**config.mk**
```make
export PLATFORM = sky130hd
export DESIGN_NAME = seg_xlate_unit
export DESIGN_NICKNAME = d
export VERILOG_FILES = /design/src/rtl/seg_xlate_pkg.sv /design/src/rtl/seg_table.sv /design/src/rtl/seg_check.sv /design/src/rtl/seg_rsp_stage.sv /design/src/rtl/seg_xlate_unit.sv
export SDC_FILE = /design/constraint.sdc
export NUM_CORES = 1
export LEC_CHECK = 0
export BUFFER_PORTS_ARGS = -buffer_cell sky130_fd_sc_hd__buf_2
export CAP_MARGIN = 20
export CORE_AREA = 2 2 279 281
export CTS_CLUSTER_DIAMETER = 120
export DETAILED_ROUTE_END_ITERATION = 8
export DIE_AREA = 0 0 281 283
export PLACE_DENSITY = 0.73
export SYNTH_ARGS = -nofsm -noshare
export SYNTH_HDL_FRONTEND = slang
export SYNTH_SLANG_ARGS = --single-unit
```
**constraint.sdc**
```tcl
create_clock -name clk -period 3.71 [get_ports clk]
set_clock_uncertainty 0.05 [all_clocks]
set_input_delay 0.371 -clock clk [delete_from_list [all_inputs] [get_ports clk]]
set_output_delay 0.371 -clock clk [all_outputs]
set_load 0.05 [all_outputs]
```
**src/rtl/seg_xlate_pkg.sv**
```systemverilog
package seg_xlate_pkg;
  typedef enum logic [1:0] {
    ACC_READ  = 2'd0,
    ACC_WRITE = 2'd1,
    ACC_FETCH = 2'd2,
    ACC_RSVD  = 2'd3
  } acc_e;

  typedef enum logic [2:0] {
    ERR_NONE   = 3'd0,
    ERR_RANGE  = 3'd1,
    ERR_ABSENT = 3'd2,
    ERR_LIMIT  = 3'd3,
    ERR_PERM   = 3'd4
  } err_e;

  localparam int PERM_W   = 3;
  localparam int PERM_RD  = 0;
  localparam int PERM_WR  = 1;
  localparam int PERM_EX  = 2;
endpackage

```
**src/rtl/seg_table.sv**
```systemverilog
module seg_table #(
  parameter int SEG_W  = 4,
  parameter int BASE_W = 24,
  parameter int LIM_W  = 16,
  localparam int NSEG  = 1 << SEG_W,
  localparam int LEN_W = SEG_W + 1,
  localparam int PW    = seg_xlate_pkg::PERM_W
) (
  input  logic              clk,
  input  logic              rst_n,
  input  logic              wr_en,
  input  logic [SEG_W-1:0]  wr_idx,
  input  logic [BASE_W-1:0] wr_base,
  input  logic [LIM_W-1:0]  wr_limit,
  input  logic              wr_present,
  input  logic [PW-1:0]     wr_perm,
  input  logic              len_we,
  input  logic [LEN_W-1:0]  len_d,
  input  logic [SEG_W-1:0]  rd_idx,
  output logic [BASE_W-1:0] rd_base,
  output logic [LIM_W-1:0]  rd_limit,
  output logic              rd_present,
  output logic [PW-1:0]     rd_perm,
  output logic [LEN_W-1:0]  len_q
);
  logic [BASE_W-1:0] base_r  [NSEG];
  logic [LIM_W-1:0]  limit_r [NSEG];
  logic              pres_r  [NSEG];
  logic [PW-1:0]     perm_r  [NSEG];

  for (genvar g = 0; g < NSEG; g++) begin : g_ent
    logic hit;
    assign hit = wr_en && (wr_idx == SEG_W'(g));
    always_ff @(posedge clk or negedge rst_n) begin
      if (!rst_n) begin
        base_r[g]  <= '0;
        limit_r[g] <= '0;
        pres_r[g]  <= 1'b0;
        perm_r[g]  <= '0;
      end else if (hit) begin
        base_r[g]  <= wr_base;
        limit_r[g] <= wr_limit;
        pres_r[g]  <= wr_present;
        perm_r[g]  <= wr_perm;
      end
    end
  end

  always_ff @(posedge clk or negedge rst_n) begin
    if (!rst_n)      len_q <= '0;
    else if (len_we) len_q <= len_d;
  end

  assign rd_base    = base_r[rd_idx];
  assign rd_limit   = limit_r[rd_idx];
  assign rd_present = pres_r[rd_idx];
  assign rd_perm    = perm_r[rd_idx];
endmodule

```
**src/rtl/seg_check.sv**
```systemverilog
module seg_check
  import seg_xlate_pkg::*;
#(
  parameter int SEG_W  = 4,
  parameter int BASE_W = 24,
  parameter int LIM_W  = 16,
  localparam int LEN_W = SEG_W + 1,
  localparam int PW    = PERM_W
) (
  input  logic [SEG_W-1:0]  seg,
  input  logic [LIM_W-1:0]  off,
  input  logic [1:0]        acc,
  input  logic [LEN_W-1:0]  len,
  input  logic [BASE_W-1:0] base,
  input  logic [LIM_W-1:0]  limit,
  input  logic              present,
  input  logic [PW-1:0]     perm,
  output logic [2:0]        err,
  output logic [BASE_W-1:0] pa
);
  logic allowed;
  logic [BASE_W-1:0] sum;

  always_comb begin
    unique case (acc_e'(acc))
      ACC_READ:  allowed = perm[PERM_RD];
      ACC_WRITE: allowed = perm[PERM_WR];
      ACC_FETCH: allowed = perm[PERM_EX];
      default:   allowed = 1'b0;
    endcase
  end

  assign sum = base + BASE_W'(off);

  always_comb begin
    err = ERR_NONE;
    if ({1'b0, seg} >= len)  err = ERR_RANGE;
    else if (!present)       err = ERR_ABSENT;
    else if (off >= limit)   err = ERR_LIMIT;
    else if (!allowed)       err = ERR_PERM;
    pa = (err == ERR_NONE) ? sum : '0;
  end
endmodule

```
**src/rtl/seg_rsp_stage.sv**
```systemverilog
module seg_rsp_stage #(
  parameter int PA_W = 24
) (
  input  logic            clk,
  input  logic            rst_n,
  input  logic            in_valid,
  output logic            in_ready,
  input  logic [PA_W-1:0] in_pa,
  input  logic [2:0]      in_err,
  output logic            out_valid,
  input  logic            out_ready,
  output logic [PA_W-1:0] out_pa,
  output logic [2:0]      out_err
);
  logic take;
  assign in_ready = !out_valid || out_ready;
  assign take     = in_valid && in_ready;

  always_ff @(posedge clk or negedge rst_n) begin
    if (!rst_n) begin
      out_valid <= 1'b0;
      out_pa    <= '0;
      out_err   <= '0;
    end else if (take) begin
      out_valid <= 1'b1;
      out_pa    <= in_pa;
      out_err   <= in_err;
    end else if (out_ready) begin
      out_valid <= 1'b0;
    end
  end
endmodule

```
**src/rtl/seg_xlate_unit.sv**
```systemverilog
module seg_xlate_unit #(
  parameter int SEG_W  = 4,
  parameter int BASE_W = 24,
  parameter int LIM_W  = 16,
  localparam int LEN_W = SEG_W + 1,
  localparam int PW    = seg_xlate_pkg::PERM_W
) (
  input  logic              clk,
  input  logic              rst_n,
  input  logic              req_valid,
  output logic              req_ready,
  input  logic [SEG_W-1:0]  req_seg,
  input  logic [LIM_W-1:0]  req_off,
  input  logic [1:0]        req_acc,
  output logic              rsp_valid,
  input  logic              rsp_ready,
  output logic [BASE_W-1:0] rsp_pa,
  output logic [2:0]        rsp_err,
  input  logic              cfg_ent_we,
  input  logic [SEG_W-1:0]  cfg_ent_idx,
  input  logic [BASE_W-1:0] cfg_base,
  input  logic [LIM_W-1:0]  cfg_limit,
  input  logic              cfg_present,
  input  logic [PW-1:0]     cfg_perm,
  input  logic              cfg_len_we,
  input  logic [LEN_W-1:0]  cfg_len
);
  logic [BASE_W-1:0] ent_base;
  logic [LIM_W-1:0]  ent_limit;
  logic              ent_present;
  logic [PW-1:0]     ent_perm;
  logic [LEN_W-1:0]  len_cur;
  logic [2:0]        chk_err;
  logic [BASE_W-1:0] chk_pa;

  seg_table #(.SEG_W(SEG_W), .BASE_W(BASE_W), .LIM_W(LIM_W)) u_tab (
    .clk(clk), .rst_n(rst_n),
    .wr_en(cfg_ent_we), .wr_idx(cfg_ent_idx), .wr_base(cfg_base),
    .wr_limit(cfg_limit), .wr_present(cfg_present), .wr_perm(cfg_perm),
    .len_we(cfg_len_we), .len_d(cfg_len),
    .rd_idx(req_seg), .rd_base(ent_base), .rd_limit(ent_limit),
    .rd_present(ent_present), .rd_perm(ent_perm), .len_q(len_cur)
  );

  seg_check #(.SEG_W(SEG_W), .BASE_W(BASE_W), .LIM_W(LIM_W)) u_chk_path (
    .seg(req_seg), .off(req_off), .acc(req_acc), .len(len_cur),
    .base(ent_base), .limit(ent_limit), .present(ent_present),
    .perm(ent_perm), .err(chk_err), .pa(chk_pa)
  );

  seg_rsp_stage #(.PA_W(BASE_W)) u_rsp (
    .clk(clk), .rst_n(rst_n),
    .in_valid(req_valid), .in_ready(req_ready),
    .in_pa(chk_pa), .in_err(chk_err),
    .out_valid(rsp_valid), .out_ready(rsp_ready),
    .out_pa(rsp_pa), .out_err(rsp_err)
  );
endmodule

```
==> metrics.txt <==
status finished clean; GP Congestion about 0.84; via count 20100; startpoint types register; CTS Sinks 737; Largest stage delay, worst path between 400 and 500 ps; overall routed net length 89000 um; GRT Residual Overflow 0; clock buffer depth 3; Area Growth Syn to Fin 15.9%; First DRT Iteration DRCs 1378; Hold Vio Cnt, Final 0; most frequent cell after synthesis dfrtp_1; CP startpoint u_tab.limit_r[222]; NumNets Final around 2400; # DRC 0; total CTS buffers 76; initial antenna violation count 13; fin util 0.516; met2 routed WL around 44000 um; Placed Cells approximately 3300; largest cells by area after synthesis dfrtp_1 54%, mux2_2 23%, mux4_2 14%, ha_1 1.3%, clkbuf_1 1.3%; number of max-cap violations 0; CP max FO 14; H-tree levels 3; number of flops mapped to enable cells by yosys 0; CP Cell Sequence mux4_2, mux4_2, inv_1, ha_1, nand4_1, inv_1, a2111oi_4, o211ai_1, buf_4, a211oi_4, buf_6, nand3_1, o311ai_1; Worst EP required ~4200 ps; core area roughly 77000 um2; Hold Path Class in -> reg; DRT Pass-1 Iters 5; worst reg2reg startpoint u_tab.limit_r[222]; layout cells sized above 1 0.548; post-synth top area share 0.540; Leak 17.1 nW; Clock Latency Late Sink roughly 630 ps; drt via density roughly 6; antenna-violating nets left 0; period utilization 0.986; Die Width between 200 and 300 um; Mapped Nets ~2300; yosys warns 0; Synth Flop Type dfrtp_1; TritonCTS clock tree done; Post-Route Setup TNS 0 ps; VDD IR max 0.374 mV; PD cells just under 600 nW/um2; synth unique cells 59; Syn Area/Cell approximately 16 um2; Synth Instances between 2000 and 2500; signal arrival time at the worst endpoint roughly 4100 ps; largest net degree at the start of global routing about 140; reg2reg setup slack 50 ps; GRT Util Overall 0.229; Max Clk Rate 273 MHz; CP endpoint u_rsp.out_pa[21]; CP Depth 13; Crit. End Element register; critical path's top delay family compound AO/OA/AOI/OAI gates; Worst path slowest cell mux4_2; die span in y between 200 and 300 um; worst path bufs/invs 4; synth cell count leaders 737 x dfrtp_1, 705 x mux2_2, 205 x mux4_2; wire length on met1 roughly 38000 um; critical path class reg -> reg; hpwl dp 55000 um; Mapped Area 34100 um2; top sig layer met5; Setup Viol. Count Final 0; Reg2Reg Depth 13; average wire per standard cell approximately 26 um; Layout Cells excl Fill 3434; Synth area leader dfrtp_1; post-synthesis register bit count around 740; root buffer cell clkbuf_16; first-pass GRT wire length between 100000 and 150000 um; worst reg2reg path endpoint u_rsp.out_pa[21]; Std-Cell Rows 102; final count of pins violating max slew 0; Synth async-reset ratio 1.00; clock period minus worst slack 3660 ps; Worst Tran Pin Value between 800 and 900 ps; Die Area approximately 80000 um2; Initial Utilization 0.445; PortBufs between 100 and 150; IO Pins 110; Clock Pin Slew Worst Setup and Hold Paths about 60 ps; vias in the first global route between 20000 and 25000; sequential-to-total area share from yosys stat 0.540; met3 WL between 4000 and 5000 um; Rel. slew slack 0.413
metal layers:
metal  up-vias  GRT usage
met5         -          0
met4        14     0.0709
met3       143     0.0414
met2       509      0.376
met1     11000      0.309
li1       8446          -
final cells by class:
class,instances,area [um2]
timing repair buffer,267,2260
multi-input combinational,1214,15000
tap,1040,1300
fill,6164,37100
sequential,737,18400
inverter,35,131
clock buffer,116,2240
antenna,3,7.51
clock inverter,22,221
worst min-delay path by stage:
stage | end | cells past startpoint | from | slack, ps
finish | u_rsp.out_valid | 3 | rsp_ready | 60
global route | u_tab.len_q[0] | 2 | cfg_len_we | 80
CTS | u_rsp.out_valid | 3 | rsp_ready | 30
detailed placement | u_tab.base_r[57] | 1 | rst_n | 320
global placement | u_tab.base_r[57] | 1 | rst_n | 300
floorplan | u_rsp.out_err[0] | 0 | rst_n | 30
power breakdown:
group | leakage [nW] | internal [mW] | switching, mW
logic | 6.78 | 3.00 | 2.11
registers | 9.07 | 9.86 | 0.948
clock network | 1.22 | 4.40 | 3.18
worst min-delay path, cell delays in order:
cell	delay [ps]
buf_2	80
nand2b_1	170
nand2b_1	70
timing repair:
action | in CTS | in global routing
gates resized for setup | 0 | 6
hold endpoints to repair | 61 | 0
setup endpoints to repair | 6 | 9
pin swaps | 1 | 0
buffers inserted | 2 | 2
hold buffers | 14 | 0
gates cloned | 0 | 0
cells by family (layout without fill, tap and decap cells):
logic type | Yosys count | count (layout) | synth area share
buf+inv | 207 | 440 | 0.0269
mux | 923 | 923 | 0.374
compound gates | 109 | 109 | 0.0234
other cells | 0 | 3 | 0
xor+xnor | 12 | 12 | 0.00308
flops | 737 | 737 | 0.540
simple gates | 133 | 133 | 0.0187
fa+ha+maj | 37 | 37 | 0.0138
layout by cell type, fill, tap and decap left out, types with 6 or more instances in the layout:
master and n:
mux2_2 705, nor2_4 9, a22o_1 8, ha_1 36, clkinv_2 11, nand3_1 13
buf_4 107, dlygate4sd3_1 14, a21oi_1 18, o21ai_0 24, nand2_1 46, dfrtp_1 737
mux4_2 205, nor2_1 20, nand2b_1 10, inv_1 32, clkbuf_8 15, xor2_1 9
clkbuf_1 23, o2111ai_1 7, clkbuf_16 78, nor3_1 6, buf_12 37, mux2i_1 8
buf_2 105
metrics by stage:
step	cell area, um2	hold slack (ps)	setup WS [ps]	power [mW]
after floorplan	34300	25.4	-518	14.2
after global placement	36900	303	-425	15.6
after detailed placement	36900	316	-502	16.0
after CTS	39500	28.6	43.7	23.6
after global routing	39600	79.1	-34.5	24.6
final	39600	57.8	53.7	23.5
sequential cells by signal, indices dropped and copies added (netlist names):
name,flops
u_rsp.out_err,3
u_rsp.out_pa,24
u_rsp.out_valid,1
u_tab.base_r,384
u_tab.len_q,5
u_tab.limit_r,256
u_tab.perm_r,48
u_tab.pres_r,16
Power figures use the tool's default switching activity.
